--- config.mk ---
export PLATFORM = sky130hd
export DESIGN_NAME = stack_xfer_engine
export DESIGN_NICKNAME = d
export VERILOG_FILES = /design/src/rtl/stk_pkg.sv /design/src/rtl/stk_pointer.sv /design/src/rtl/stk_lane_seq.sv /design/src/rtl/stk_pull_gather.sv /design/src/rtl/stack_xfer_engine.sv
export SDC_FILE = /design/constraint.sdc
export NUM_CORES = 1
export LEC_CHECK = 0
export BUFFER_PORTS_ARGS = -buffer_cell sky130_fd_sc_hd__buf_2
export CORE_MARGIN = 1.5
export CORE_UTILIZATION = 52
export DETAILED_ROUTE_END_ITERATION = 16
export GPL_ROUTABILITY_DRIVEN = 0
export HOLD_SLACK_MARGIN = 0.06
export PLACE_DENSITY = 0.82
export REMOVE_ABC_BUFFERS = 1
export SLEW_MARGIN = 20
export SYNTH_ARGS = -nofsm -noshare
export SYNTH_HDL_FRONTEND = slang
export SYNTH_SLANG_ARGS = --single-unit
--- constraint.sdc ---
create_clock -name clk -period 2.2 [get_ports clk]
set_input_delay 0.22 -clock clk [delete_from_list [all_inputs] [get_ports clk]]
set_output_delay 0.22 -clock clk [all_outputs]
set_load 0.01 [all_outputs]
--- src/rtl/stk_pkg.sv ---
package stk_pkg;

    localparam int WORD_BYTES = 8;
    localparam int LANE_W     = $clog2(WORD_BYTES);
    localparam int SIZE_W     = 8;

    typedef enum logic {
        XFER_PUSH = 1'b0,
        XFER_PULL = 1'b1
    } xfer_dir_e;

    typedef enum logic [1:0] {
        REG_ACC    = 2'd0,
        REG_IDX_X  = 2'd1,
        REG_IDX_Y  = 2'd2,
        REG_STATUS = 2'd3
    } reg_sel_e;

    typedef struct packed {
        xfer_dir_e         dir;
        reg_sel_e          sel;
        logic [LANE_W-1:0] top_lane;
    } xfer_ctl_t;

    // Clamp the operand byte to the highest lane index.
    function automatic logic [LANE_W-1:0] clamp_size(input logic [SIZE_W-1:0] sz);
        if (sz > SIZE_W'(WORD_BYTES - 1))
            return LANE_W'(WORD_BYTES - 1);
        return sz[LANE_W-1:0];
    endfunction

endpackage

--- src/rtl/stk_pointer.sv ---
module stk_pointer #(
    parameter int ADDR_W = 16,
    parameter logic [ADDR_W-1:0] SP_INIT = '1
) (
    input  logic              clk,
    input  logic              rst,
    input  logic              step_en,
    input  logic              step_down,
    output logic [ADDR_W-1:0] sp,
    output logic [ADDR_W-1:0] sp_plus
);
    assign sp_plus = sp + ADDR_W'(1);

    always_ff @(posedge clk) begin
        if (rst)
            sp <= SP_INIT;
        else if (step_en)
            sp <= step_down ? sp - ADDR_W'(1) : sp_plus;
    end

    // wrap upward from all ones lands on zero
    a_r8_wrap_up: assert property (@(posedge clk) disable iff (rst)
        (step_en && !step_down && sp == '1) |=> (sp == '0));
    // wrap downward from zero lands on all ones
    a_r8_wrap_down: assert property (@(posedge clk) disable iff (rst)
        (step_en && step_down && sp == '0) |=> (sp == '1));
    a_r3_idle_hold: assert property (@(posedge clk) disable iff (rst)
        !step_en |=> $stable(sp));
endmodule

--- src/rtl/stk_lane_seq.sv ---
module stk_lane_seq
    import stk_pkg::*;
(
    input  logic              clk,
    input  logic              rst,
    input  logic              start,
    input  xfer_dir_e         dir,
    input  reg_sel_e          sel,
    input  logic [SIZE_W-1:0] size,
    output logic              accept,
    output logic              busy,
    output logic              done,
    output logic [LANE_W-1:0] lane,
    output xfer_ctl_t         ctl
);
    logic last_beat;

    assign accept    = start && !busy;
    assign last_beat = (ctl.dir == XFER_PUSH) ? (lane == '0) : (lane == ctl.top_lane);

    always_ff @(posedge clk) begin
        if (rst) begin
            busy <= 1'b0;
            done <= 1'b0;
            lane <= '0;
            ctl  <= '{dir: XFER_PUSH, sel: REG_ACC, top_lane: '0};
        end else begin
            done <= 1'b0;
            if (accept) begin
                busy         <= 1'b1;
                ctl.dir      <= dir;
                ctl.sel      <= sel;
                ctl.top_lane <= clamp_size(size);
                lane         <= (dir == XFER_PUSH) ? clamp_size(size) : '0;
            end else if (busy) begin
                if (last_beat) begin
                    busy <= 1'b0;
                    done <= 1'b1;
                end else if (ctl.dir == XFER_PUSH) begin
                    lane <= lane - LANE_W'(1);
                end else begin
                    lane <= lane + LANE_W'(1);
                end
            end
        end
    end

    // done lasts a single cycle
    a_r7_done_pulse: assert property (@(posedge clk) disable iff (rst)
        done |=> !done);
    // busy falling is always accompanied by done
    a_r7_fall_done: assert property (@(posedge clk) disable iff (rst)
        $fell(busy) |-> done);
    // strobe during a transfer leaves the latched control untouched
    a_r9_ignore_start: assert property (@(posedge clk) disable iff (rst)
        (busy && start) |=> $stable(ctl));
    // the lane never exceeds the clamped top lane
    a_r1_lane_bound: assert property (@(posedge clk) disable iff (rst)
        busy |-> (lane <= ctl.top_lane));
endmodule

--- src/rtl/stk_pull_gather.sv ---
module stk_pull_gather
    import stk_pkg::*;
(
    input  logic                      clk,
    input  logic                      rst,
    input  logic                      clear,
    input  logic                      capture,
    input  logic [LANE_W-1:0]         lane,
    input  logic [7:0]                rdata,
    output logic [WORD_BYTES*8-1:0]   value
);
    for (genvar g = 0; g < WORD_BYTES; g++) begin : g_lane
        always_ff @(posedge clk) begin
            if (rst || clear)
                value[g*8 +: 8] <= '0;
            else if (capture && lane == LANE_W'(g))
                value[g*8 +: 8] <= rdata;
        end
    end

    // a new pull starts from an all-zero word
    a_r5_clear_zero: assert property (@(posedge clk) disable iff (rst)
        clear |=> (value == '0));
endmodule

--- src/rtl/stack_xfer_engine.sv ---
module stack_xfer_engine
    import stk_pkg::*;
#(
    parameter int ADDR_W = 16,
    parameter logic [ADDR_W-1:0] SP_INIT = '1,
    localparam int WORD_W = WORD_BYTES * 8
) (
    input  logic              clk,
    input  logic              rst,
    input  logic              start_i,
    input  logic              dir_i,
    input  logic [1:0]        sel_i,
    input  logic [7:0]        size_i,
    input  logic [WORD_W-1:0] push_val_i,
    output logic [WORD_W-1:0] pull_val_o,
    output logic [1:0]        xfer_sel_o,
    output logic [ADDR_W-1:0] mem_addr_o,
    output logic [7:0]        mem_wdata_o,
    output logic              mem_we_o,
    input  logic [7:0]        mem_rdata_i,
    output logic [ADDR_W-1:0] sp_o,
    output logic              busy_o,
    output logic              done_o
);
    logic              accept;
    logic              busy;
    logic [LANE_W-1:0] lane;
    xfer_ctl_t         ctl;
    logic [ADDR_W-1:0] sp, sp_plus;
    logic [WORD_W-1:0] push_word_q;
    logic              is_push;

    stk_lane_seq u_seq (
        .clk    (clk),
        .rst    (rst),
        .start  (start_i),
        .dir    (xfer_dir_e'(dir_i)),
        .sel    (reg_sel_e'(sel_i)),
        .size   (size_i),
        .accept (accept),
        .busy   (busy),
        .done   (done_o),
        .lane   (lane),
        .ctl    (ctl)
    );

    assign is_push = (ctl.dir == XFER_PUSH);

    stk_pointer #(.ADDR_W(ADDR_W), .SP_INIT(SP_INIT)) u_sp (
        .clk       (clk),
        .rst       (rst),
        .step_en   (busy),
        .step_down (is_push),
        .sp        (sp),
        .sp_plus   (sp_plus)
    );

    always_ff @(posedge clk) begin
        if (rst)
            push_word_q <= '0;
        else if (accept && xfer_dir_e'(dir_i) == XFER_PUSH)
            push_word_q <= push_val_i;
    end

    always_comb begin
        mem_wdata_o = '0;
        for (int k = 0; k < WORD_BYTES; k++)
            if (lane == LANE_W'(k))
                mem_wdata_o = push_word_q[k*8 +: 8];
    end

    stk_pull_gather u_gather (
        .clk     (clk),
        .rst     (rst),
        .clear   (accept && xfer_dir_e'(dir_i) == XFER_PULL),
        .capture (busy && !is_push),
        .lane    (lane),
        .rdata   (mem_rdata_i),
        .value   (pull_val_o)
    );

    assign mem_addr_o = is_push ? sp : sp_plus;
    assign mem_we_o   = busy && is_push;
    assign sp_o       = sp;
    assign busy_o     = busy;
    assign xfer_sel_o = ctl.sel;

    // every write moves the pointer down by one
    a_r3_push_dec: assert property (@(posedge clk) disable iff (rst)
        mem_we_o |=> (sp_o == $past(sp_o) - ADDR_W'(1)));
    // every pull beat leaves the pointer on the address just read
    a_r4_pull_addr: assert property (@(posedge clk) disable iff (rst)
        (busy_o && !mem_we_o) |=> (sp_o == $past(mem_addr_o)));
    // no write outside a transfer
    a_r7_we_in_busy: assert property (@(posedge clk) disable iff (rst)
        mem_we_o |-> busy_o);
    a_r7_done_idle: assert property (@(posedge clk) disable iff (rst)
        done_o |-> !busy_o);
endmodule

# Word-level counts from Yosys, hierarchy flattened
# Index checks and enable logic that the tools add are counted.
[classes]
addsub = 4
shifts = 0
n_bitwise = 3
div_mod_pow = 0
n_lt_le_gt_ge = 1
mul = 0
n_eq_ne = 9
muxes = 25
n_reduce_logical = 19
[ops]
columns = ["op", "count"]
rows = [
  ["$mux 8", 8],
  ["$mux 16", 2],
  ["$mux 3", 7],
  ["$add 16x1->16 const B", 1],
  ["$sub 16x1->16 const B", 1],
  ["$logic_and 1x1->1", 13],
  ["$eq 3x3->1 const B", 4],
  ["$gt 8x3->1 const B", 1],
  ["$mux 1", 8],
  ["$eq 3x2->1 const B", 2],
  ["$add 3x1->3 const B", 1],
  ["$eq 3x1->1 const B", 1],
  ["$eq 3x3->1", 1],
  ["$logic_not 3->1", 1],
  ["$not 1->1", 3],
  ["$reduce_or 3->1", 1],
  ["$sub 3x1->3 const B", 1],
  ["$ne 2x2->1 const B", 1],
  ["$reduce_and 2->1", 1],
  ["$reduce_bool 2->1", 1],
  ["$logic_not 1->1", 1],
  ["$logic_or 1x1->1", 1],
]
[totals]
latch_bits = 0
romBits = 0
elab_cells = 77
mem_bits_rw = 0
regBits = 155
in_bits = 86
n_memories = 0
output_inout_bits = 109

# Logic depth before layout (Yosys ltp)
# Gate-level depths: netlist of the first run.
[depth]
depth_word = 9
depth_mapped = 9
depth_no_buf = 7

# Modules after synthesis
# From an unflattened synthesis of the first run, not the netlist that was laid out.
[hier_totals]
cells_unflattened = 830
hier_area_um2 = 7663.6
[by_module_without_submodules]
columns = ["mod", "instances", "area_per_inst_um2", "cells_each", "seq_area_each_um2"]
rows = [
  ["stack_xfer_engine", 1, 2999.1, 353, 1281.2],
  ["stk_pull_gather", 1, 2820.2, 244, 1281.2],
  ["stk_pointer", 1, 1226.2, 163, 320.3],
  ["stk_lane_seq", 1, 618.1, 70, 220.2],
]

# Worst setup path after synthesis of the first run
# No wires, ideal clock.
[synth_timing]
path_kind = "reg-to-output"
startpoint = "reg u_seq.lane[2]"
endpoint = "out mem_wdata_o[1]"
required_time_ns = 1.980
setup_slack_ns = -0.007
n_path_buf = 2
path_stages_with_launch = 10
arrival_time_ns = 1.987
cell_sequence = "dfxtp_1 > clkbuf_1 > inv_1 > ha_1 > clkbuf_1 > inv_1 > nand2_1 > o311ai_0 > a221oi_1 > a21oi_1"
[synth_via]
elab_chain_cells = 9
elab_cells_between_ends = 16
cone_classes = "eq/ne (7); mux (8); reduce/logical (1)"
[synth_lines]
columns = ["element", "line", "source"]
rows = [
  ["start: declaration", "stk_lane_seq.sv:13", "output logic [LANE_W-1:0] lane,"],
  ["start signal: assignment", "stk_lane_seq.sv:34", "lane <= (dir == XFER_PUSH) ? clamp_size(size) : '0;"],
  ["start signal: assignment", "stk_lane_seq.sv:40", "lane <= lane - LANE_W'(1);"],
  ["start signal: assignment", "stk_lane_seq.sv:42", "lane <= lane + LANE_W'(1);"],
  ["$logic_not 3->1", "stack_xfer_engine.sv:68", "if (lane == LANE_W'(k))"],
  ["$mux 8 (7 in series)", "stack_xfer_engine.sv:68", ""],
  ["$mux 8 (*)", "stack_xfer_engine.sv:68", ""],
  ["end: declaration", "stack_xfer_engine.sv:18", "output logic [7:0] mem_wdata_o,"],
]
# Every way passes the cells marked *; elsewhere a longest branch is shown, timed or not.

# Final worst setup path of the first run
[layout_timing]
startpoint = "reg u_seq.lane[1]"
endpoint = "out mem_wdata_o[7]"
# Same word-level chain as after synthesis.

==> results of run 1 <==
flip-flops by register name, indices dropped and copies added, names as in the netlist:
register        flops
push_word_q        64
u_gather.value     64
u_sp.sp            16
u_seq.ctl           6
u_seq.lane          3
u_seq.busy          1
u_seq.done          1
path summary, 6_finish.rpt:
| kind | startpoint | endpoint | slack (ns) | cells after the start |
|---|---|---|---|---|
| setup / recovery | u_seq.lane[1] | mem_wdata_o[7] | -0.20 | 8 |
| hold / removal | push_val_i[30] | push_word_q[30] | 0.10 | 3 |
| setup reg to reg | u_sp.sp[3] | u_sp.sp[11] | 0.14 | 6 |
| hold reg to reg | u_gather.value[10] | u_gather.value[10] | 0.45 | 2 |
layer usage:
metal | routed length, microns | vias up | share of wire [%] | GRT usage (%)
li1 | - | 3596 | - | -
met1 | 9070 | 3506 | 40 | 38.7
met2 | 11000 | 462 | 48 | 52.1
met3 | 1890 | 83 | 8.3 | 6.27
met4 | 907 | 0 | 4.0 | 14.0
met5 | 0 | - | 0 | 0
kinds of logic after synthesis:
kind of cell               Yosys count
buffers and inverters               93
xor gates and xnor gates            32
AOI/OAI and AO/OA                  220
DFF                                155
and+or+nand+nor                    416
adders and majority gates           11
Yosys cell counts (2+ instances only):
master,count
nand2_1,279
a21oi_1,155
dfxtp_1,155
clkbuf_1,57
nand3_1,23
nor2_1,21
nor2b_1,20
o21ai_0,19
xor2_1,19
inv_1,16
a221oi_1,15
nand2b_1,15
nor3_1,15
xnor2_1,13
buf_2,12
ha_1,11
nor4_1,8
o21ai_1,7
or4_1,6
nand4_1,5
o31ai_1,5
and2_1,4
and3_1,4
and3b_1,4
buf_1,4
nor3b_1,4
o2111ai_1,4
o311ai_0,4
or3_1,4
a211oi_1,3
buf_4,2
o21bai_1,2
or2_2,2
final cells by class:
| cell class | instances | area, sq um | share of cell area, % |
|---|---|---|---|
| clock buffers | 24 | 492 | 5.02 |
| multi-input cells | 679 | 3800 | 38.8 |
| inverters | 17 | 71.3 | 0.728 |
| flip-flops and latches | 155 | 3150 | 32.1 |
| repair buffers | 303 | 2000 | 20.4 |
| clock inverters | 6 | 63.8 | 0.652 |
| well taps | 176 | 220 | 2.25 |
power groups by stage:
stage | Clock (mW) | Sequential, mW | Combinational, mW
2_1_floorplan | 0 | 3.04 | 0.580
3_3_place_gp | 0 | 3.04 | 1.02
3_5_place_dp | 0 | 3.04 | 1.04
4_1_cts | 2.77 | 2.99 | 1.26
5_1_grt | 2.88 | 3.00 | 1.51
6_report | 2.77 | 3.00 | 1.43
worst reg2reg max path: cells and delay by family, from the launching register on:
| kind | cells | cell delay, ns |
|---|---|---|
| AO/OA/AOI/OAI | 1 | 0.17 |
| buffers and inverters | 1 | 0.15 |
| AND/OR/NAND/NOR | 3 | 1.13 |
| flip-flops | 1 | 0.37 |
| XOR/XNOR | 1 | 0.13 |
timing repair:
action / CTS / global route
pin swaps: 18 / 11
gates cloned: 0 / 1
endpoints found under the hold margin: 62 / 0
hold buffers: 62 / 0
endpoints found under the setup margin: 15 / 15
gates resized for setup: 82 / 23
buffers inserted: 3 / 10
==> impl_results.md, run 1 <==
- Status: complete, but fails checks
- Failing checks: negative setup slack
- Total gr overflow: 0
- Min Clock Period, post-route: roughly 2.4 ns
- Die W: 119 microns
- PortBufs: 194
- CP max FO: 5
- Crit path max-delay family: compound AO/OA/AOI/OAI gates
- DP HPWL: between 10000 and 15000 microns
- Post-route ant nets: 0
- Post-Synth Adder-Cell Area: 1.98%
- Yosys warnings: 0
- Peak VDD IR: 0.615 mV
- Layout cells sized above 1: between 20% and 30%
- Synth area leader: dfxtp_1
- Worst hold path type: input pin to register
- Mux share of post-synthesis cell area: 0%
- Total GRT Usage: 31.1%
- CTS tree: yes
- P per Cell Area: around 730 nW/um^2
- Via count: 7647
- Row Count: 42
- RSZ-0062 raised after global routing: true
- Post-Syn Area: about 7000 sq um
- Seq/Total Area, Yosys: 44.6%
- Max Cap Viol: 0
- #FFs+latches synth: 155
- Final Hold Viols: 0
- Worst Tran Pin Value: 0.655 ns
- Largest net degree at the start of global routing: 65
- Post-layout util: 74.5%
- Final Non-Filler Cells: 1360
- Initial DRT Pass Iterations: 6
- Clock Skews: roughly 0.007 ns
- Avg WL per Cell: 16.8 microns
- Worst skew pair latency: between 0.4 and 0.5 ns
- H-Tree Depth: 4
- Clk root buf: clkbuf_16
- Setup TNS: -1.41 ns
- Avg Synthesized Cell Area: 7.51 sq um
- Commonest non-fill, non-tap cell in the layout: nand2_1
- Initial DRC count: between 700 and 800
- Post-Synth XOR/XNOR Area: around 4%
- CTS Buffer Depth: 2
- Pre-CTS WS: -0.0440 ns
- Antenna Cells: 0
- Cts bufs inserted: 17
- Main flop type after synthesis: dfxtp_1
- Die area: 14100 sq um
- Worst setup margin: -0.202 ns
- Setup Viol. Count Final: 8
- Logic gate share of total power: between 10% and 20%
- Slowest cell delay on critical path: 0.40 ns
- Synth top area share: between 40% and 50%
- Initial antenna violation count: 0
- Vias/cell: roughly 5.6
- Simple-Gate Fraction of Synth Area: 26.3%
- Initial Util: 53.0%
- Post-route cell area: 9790 sq um
- Cell chain of the critical path: inv_6 -> ha_4 -> buf_6 -> a221oi_4 -> o311ai_4 -> a221oi_2 -> a21oi_1 -> buf_2
- Core area: around 13000 sq um
- Largest family of logic cells by synthesized area: simple AND/OR/NAND/NOR gates
- Placed instance area: 8110 sq um
- Sw Share: 27.7%
- Worst-path clk slew: ~0.060 ns
- Power Internal: 5.20 mW
- Slowest CP cell: dfxtp_4
- WL final: 22900 microns
- Num Clock Sinks: 155
- Clock network fraction of total power: between 30% and 40%
- Post-Synthesis Cells: 927
- Hold slack: 0.101 ns
- Post-synth cell types: 43
- Max Transition Viols Final: 0
- Lkg Pwr: about 4 nW
- Fillers: 904
- Fmax: 416 MHz
- EDFF count, synth: 0
- Reg power frac: 41.7%
- Largest cells by area after synthesis: dfxtp_1 45%, nand2_1 15%, a21oi_1 11%, clkbuf_1 3.1%, xor2_1 2.4%
- Net Sw Power: 1.99 mW
- Setup crit end kind: output pin
- Most frequent cells in the layout: 277 x nand2_1, 194 x buf_2, 154 x a21oi_1, 140 x dfxtp_1, 62 x dlygate4sd3_1
- # DRC: 0
- Io pins: 195
- Relative max-transition margin: between 50% and 60%
- Final period util: 109%
- Inst Count DP: 1254
- Synthesis-to-layout area growth: 40.6%
- CP startpoint kind: register
- Share of flip-flops with an asynchronous set or reset: 0%
- Arrival @ worst endpoint: around 2.2 ns
- Worst EP required: 1.98 ns
- Vias in the first global route: about 7000
- Die Y: 119 microns
- Total power: 7.19 mW
- Crit Path Class: register to output pin
- Area fraction in compound gates after synthesis: 17.7%
- Nets@finish: 1270
- WP buf/inv: 3
- First-pass GRT wire length: 34900 microns
Power figures use the tool's default switching activity.
==> run 2, diff against run 1 <==
--- a/config.mk
+++ b/config.mk
@@ -12,7 +12,6 @@
 export GPL_ROUTABILITY_DRIVEN = 0
 export HOLD_SLACK_MARGIN = 0.06
 export PLACE_DENSITY = 0.82
-export REMOVE_ABC_BUFFERS = 1
 export SLEW_MARGIN = 20
 export SYNTH_ARGS = -nofsm -noshare
 export SYNTH_HDL_FRONTEND = slang
==> run 2 against run 1 <==
  * Sequential power about the same
  * Design area up 0.59%
  * The flow still finishes with violations (negative setup slack)
  * Critical path type unchanged
  * Worst setup slack worse by 0.079 ns
  * Largest cell class unchanged
  * Power up 4.4%
  * Highest routed layer unchanged
  * Critical path depth did not move
  * Sequential share of layout area decreased by 0.18 points
  * Clock-buffer cell count is 7 lower
  * Maximum frequency fell by 3.2%
==> impl_results.md, run 2 (same netlist as run 1, synthesis figures left out) <==
- Clk root buf: clkbuf_16
- Io pins: 195 (unchanged)
- Worst Tran Pin Value: 0.554 ns (-0.100 ns)
- Max Transition Viols Final: 0 (unchanged)
- Relative max-transition margin: 63.0% (+6.7 points)
- Multi-input logic area: 3850 sq um (+1.3%)
- FF/Latch Area: 3150 sq um (about the same)
- Avg WL per Cell: 16.9 microns (+0.83%)
- Vias/cell: 5.65 (+0.45%)
- Num Clock Sinks: 155 (unchanged)
- Largest net degree at the start of global routing: 77 (+18%)
- First-pass GRT wire length: 36100 microns (+3.3%)
- Peak VDD IR: 0.611 mV (-0.67%)
- Final period util: 113% (+3.6 points)
- Worst setup margin: -0.281 ns (-0.0790 ns)
- Die Y: 119 microns (unchanged)
- Min Clock Period, post-route: 2.48 ns (+0.0790 ns)
- Total GRT Usage: 32.5% (+1.4 points)
- Crit path max-delay family: compound AO/OA/AOI/OAI gates
- Synthesis-to-layout area growth: 41.4%
- Lkg Pwr: 4.00 nW (-0.18%)
- Most frequent cells in the layout: 277 x nand2_1, 194 x buf_2, 152 x a21oi_1, 139 x dfxtp_1, 55 x dlygate4sd3_1
- Placed instance area: 8130 sq um (+0.22%)
- CTS Buffer Depth: 2 (unchanged)
- Max Cap Viol: 0 (unchanged)
- Core area: 13100 sq um (unchanged)
- Setup crit end kind: output pin
- RSZ-0062 raised after global routing: true
- Initial DRC count: 840 (+10%)
- Initial DRT Pass Iterations: 6 (unchanged)
- Layout cells sized above 1: 28.9% (+0.63 points)
- Final Hold Viols: 0 (unchanged)
- Arrival @ worst endpoint: 2.26 ns (+0.08 ns)
- Via count: 7653 (+0.078%)
- WP buf/inv: 2 (-1)
- Crit Path Class: register to output pin
- PortBufs: 194 (unchanged)
- Slowest CP cell: dfxtp_4
- WL final: 23000 microns (+0.46%)
- # DRC: 0 (unchanged)
- Status: complete, but fails checks
- Die area: 14100 sq um (unchanged)
- CTS tree: yes
- Worst skew pair latency: 0.43 ns (about the same)
- Antenna Cells: 0 (unchanged)
- Syn nets: 1024
- Cell chain of the critical path: clkinvlp_4 -> ha_4 -> nor2b_4 -> a221oi_4 -> o311ai_4 -> a221oi_2 -> a21oi_1 -> buf_2
- Initial Util: 53.0% (unchanged)
- Slowest cell delay on critical path: 0.37 ns (-0.03 ns)
- P per Cell Area: 762 nW/um^2 (+3.8%)
- Fillers: 916 (+1.3%)
- Failing checks: negative setup slack
- Setup Viol. Count Final: 9 (+1)
- Worst EP required: 1.98 ns (about the same)
- R2r startpoint: u_seq.lane[0]
- Hold Startpoint: push_val_i[20]
- Fmax: 403 MHz (-3.2%)
- Total gr overflow: 0 (unchanged)
- Top flop regs: push_word_q (64), u_gather.value (64), u_sp.sp (16)
- H-Tree Depth: 4 (unchanged)
- CP Launch Point: u_seq.lane[0]
- Clock Skews: 0.00941 ns (+0.00236 ns)
- Nets@finish: 1263 (-0.55%)
- Total power: 7.51 mW (+4.4%)
- Worst hold path type: input pin to register
- CP startpoint kind: register
- Post-route cell area: 9850 sq um (+0.59%)
- CP max FO: 4 (-1)
- Worst-path clk slew: 0.06 ns (about the same)
- Cts bufs inserted: 17 (unchanged)
- Row Count: 42 (unchanged)
- DP HPWL: 13700 microns (+3.1%)
- Post-route ant nets: 0 (unchanged)
- Die W: 119 microns (unchanged)
- Commonest non-fill, non-tap cell in the layout: nand2_1
- Initial antenna violation count: 0 (unchanged)
- Vias in the first global route: 7044 (+0.49%)
## run 2: changes by cell type in the layout (fill, tap and decap cells not counted), moves of 3 or more
cell,before,now
dlygate4sd3_1,62,55
buf_4,41,37
clkbuf_8,4,0
clkbuf_1,3,0
clkinv_4,1,4
## run 2: layer usage
layer / vias up / GRT usage (%) / wire length, microns / share of wire [%]
met1: 3540 / 40.2 / 9220 / 40
li1: 3582 / - / - / -
met2: 437 / 54.7 / 10900 / 48
met4: 0 / 15.4 / 1110 / 4.8
met3: 94 / 5.98 / 1690 / 7.4
met5: - / 0 / 0 / 0
## run 2: area by class of cell
cell class / instances / share of cell area (%)
flip-flops and latches: 155 / 32.0
inverters: 17 / 0.711
multi-input cells: 679 / 39.1
repair buffers: 296 / 19.8
clock inverters: 15 / 1.93
clock buffers: 17 / 4.32
well taps: 176 / 2.24
## run 2: repair_timing
item | CTS | global route
hold buffers | 55 | 0
resized for setup | 93 | 21
pin swaps | 21 | 9
endpoints found under the setup margin | 15 | 16
setup buffers | 11 | 4
hold endpoints to repair | 55 | 0
## run 2: per-stage QoR
step	hold slack [ns]	cells	worst slack [ns]	utilization, %	TNS [ns]
final	0.0787	1355	-0.281	75.0	-1.80
after global placement	0.439	1253	-0.0219	61.9	-0.0219
after global routing	0.0819	1355	-0.353	75.0	-2.52
after CTS	0.0616	1351	-0.176	74.0	-1.18
after detailed placement	0.443	1253	-0.0818	61.9	-0.217
after floorplan	0.356	927	0.127	-	0
## run 2: final timing paths
kind         slack (ns)  cells after the start                 end
max               -0.28                      8      mem_wdata_o[4]
min                0.08                      3     push_word_q[20]
max reg2reg        0.17                      7  u_gather.value[49]
min reg2reg        0.45                      2  u_gather.value[48]
## run 2: worst register-to-register path, delay by kind of cell, from the launching register on
kind | cells | cell delay, ns
adders and majority gates | 1 | 0.19
DFF | 1 | 0.36
buffers and inverters | 2 | 0.36
and+or+nand+nor | 3 | 0.92
AOI/OAI and AO/OA | 1 | 0.14
## run 2: where the power goes
part           switching [mW]  internal, mW  total [mW]
Sequential             0.0957          2.90        2.99
Clock                    1.24          1.81        3.05
Combinational           0.822         0.647        1.47
Total                    2.16          5.35        7.51
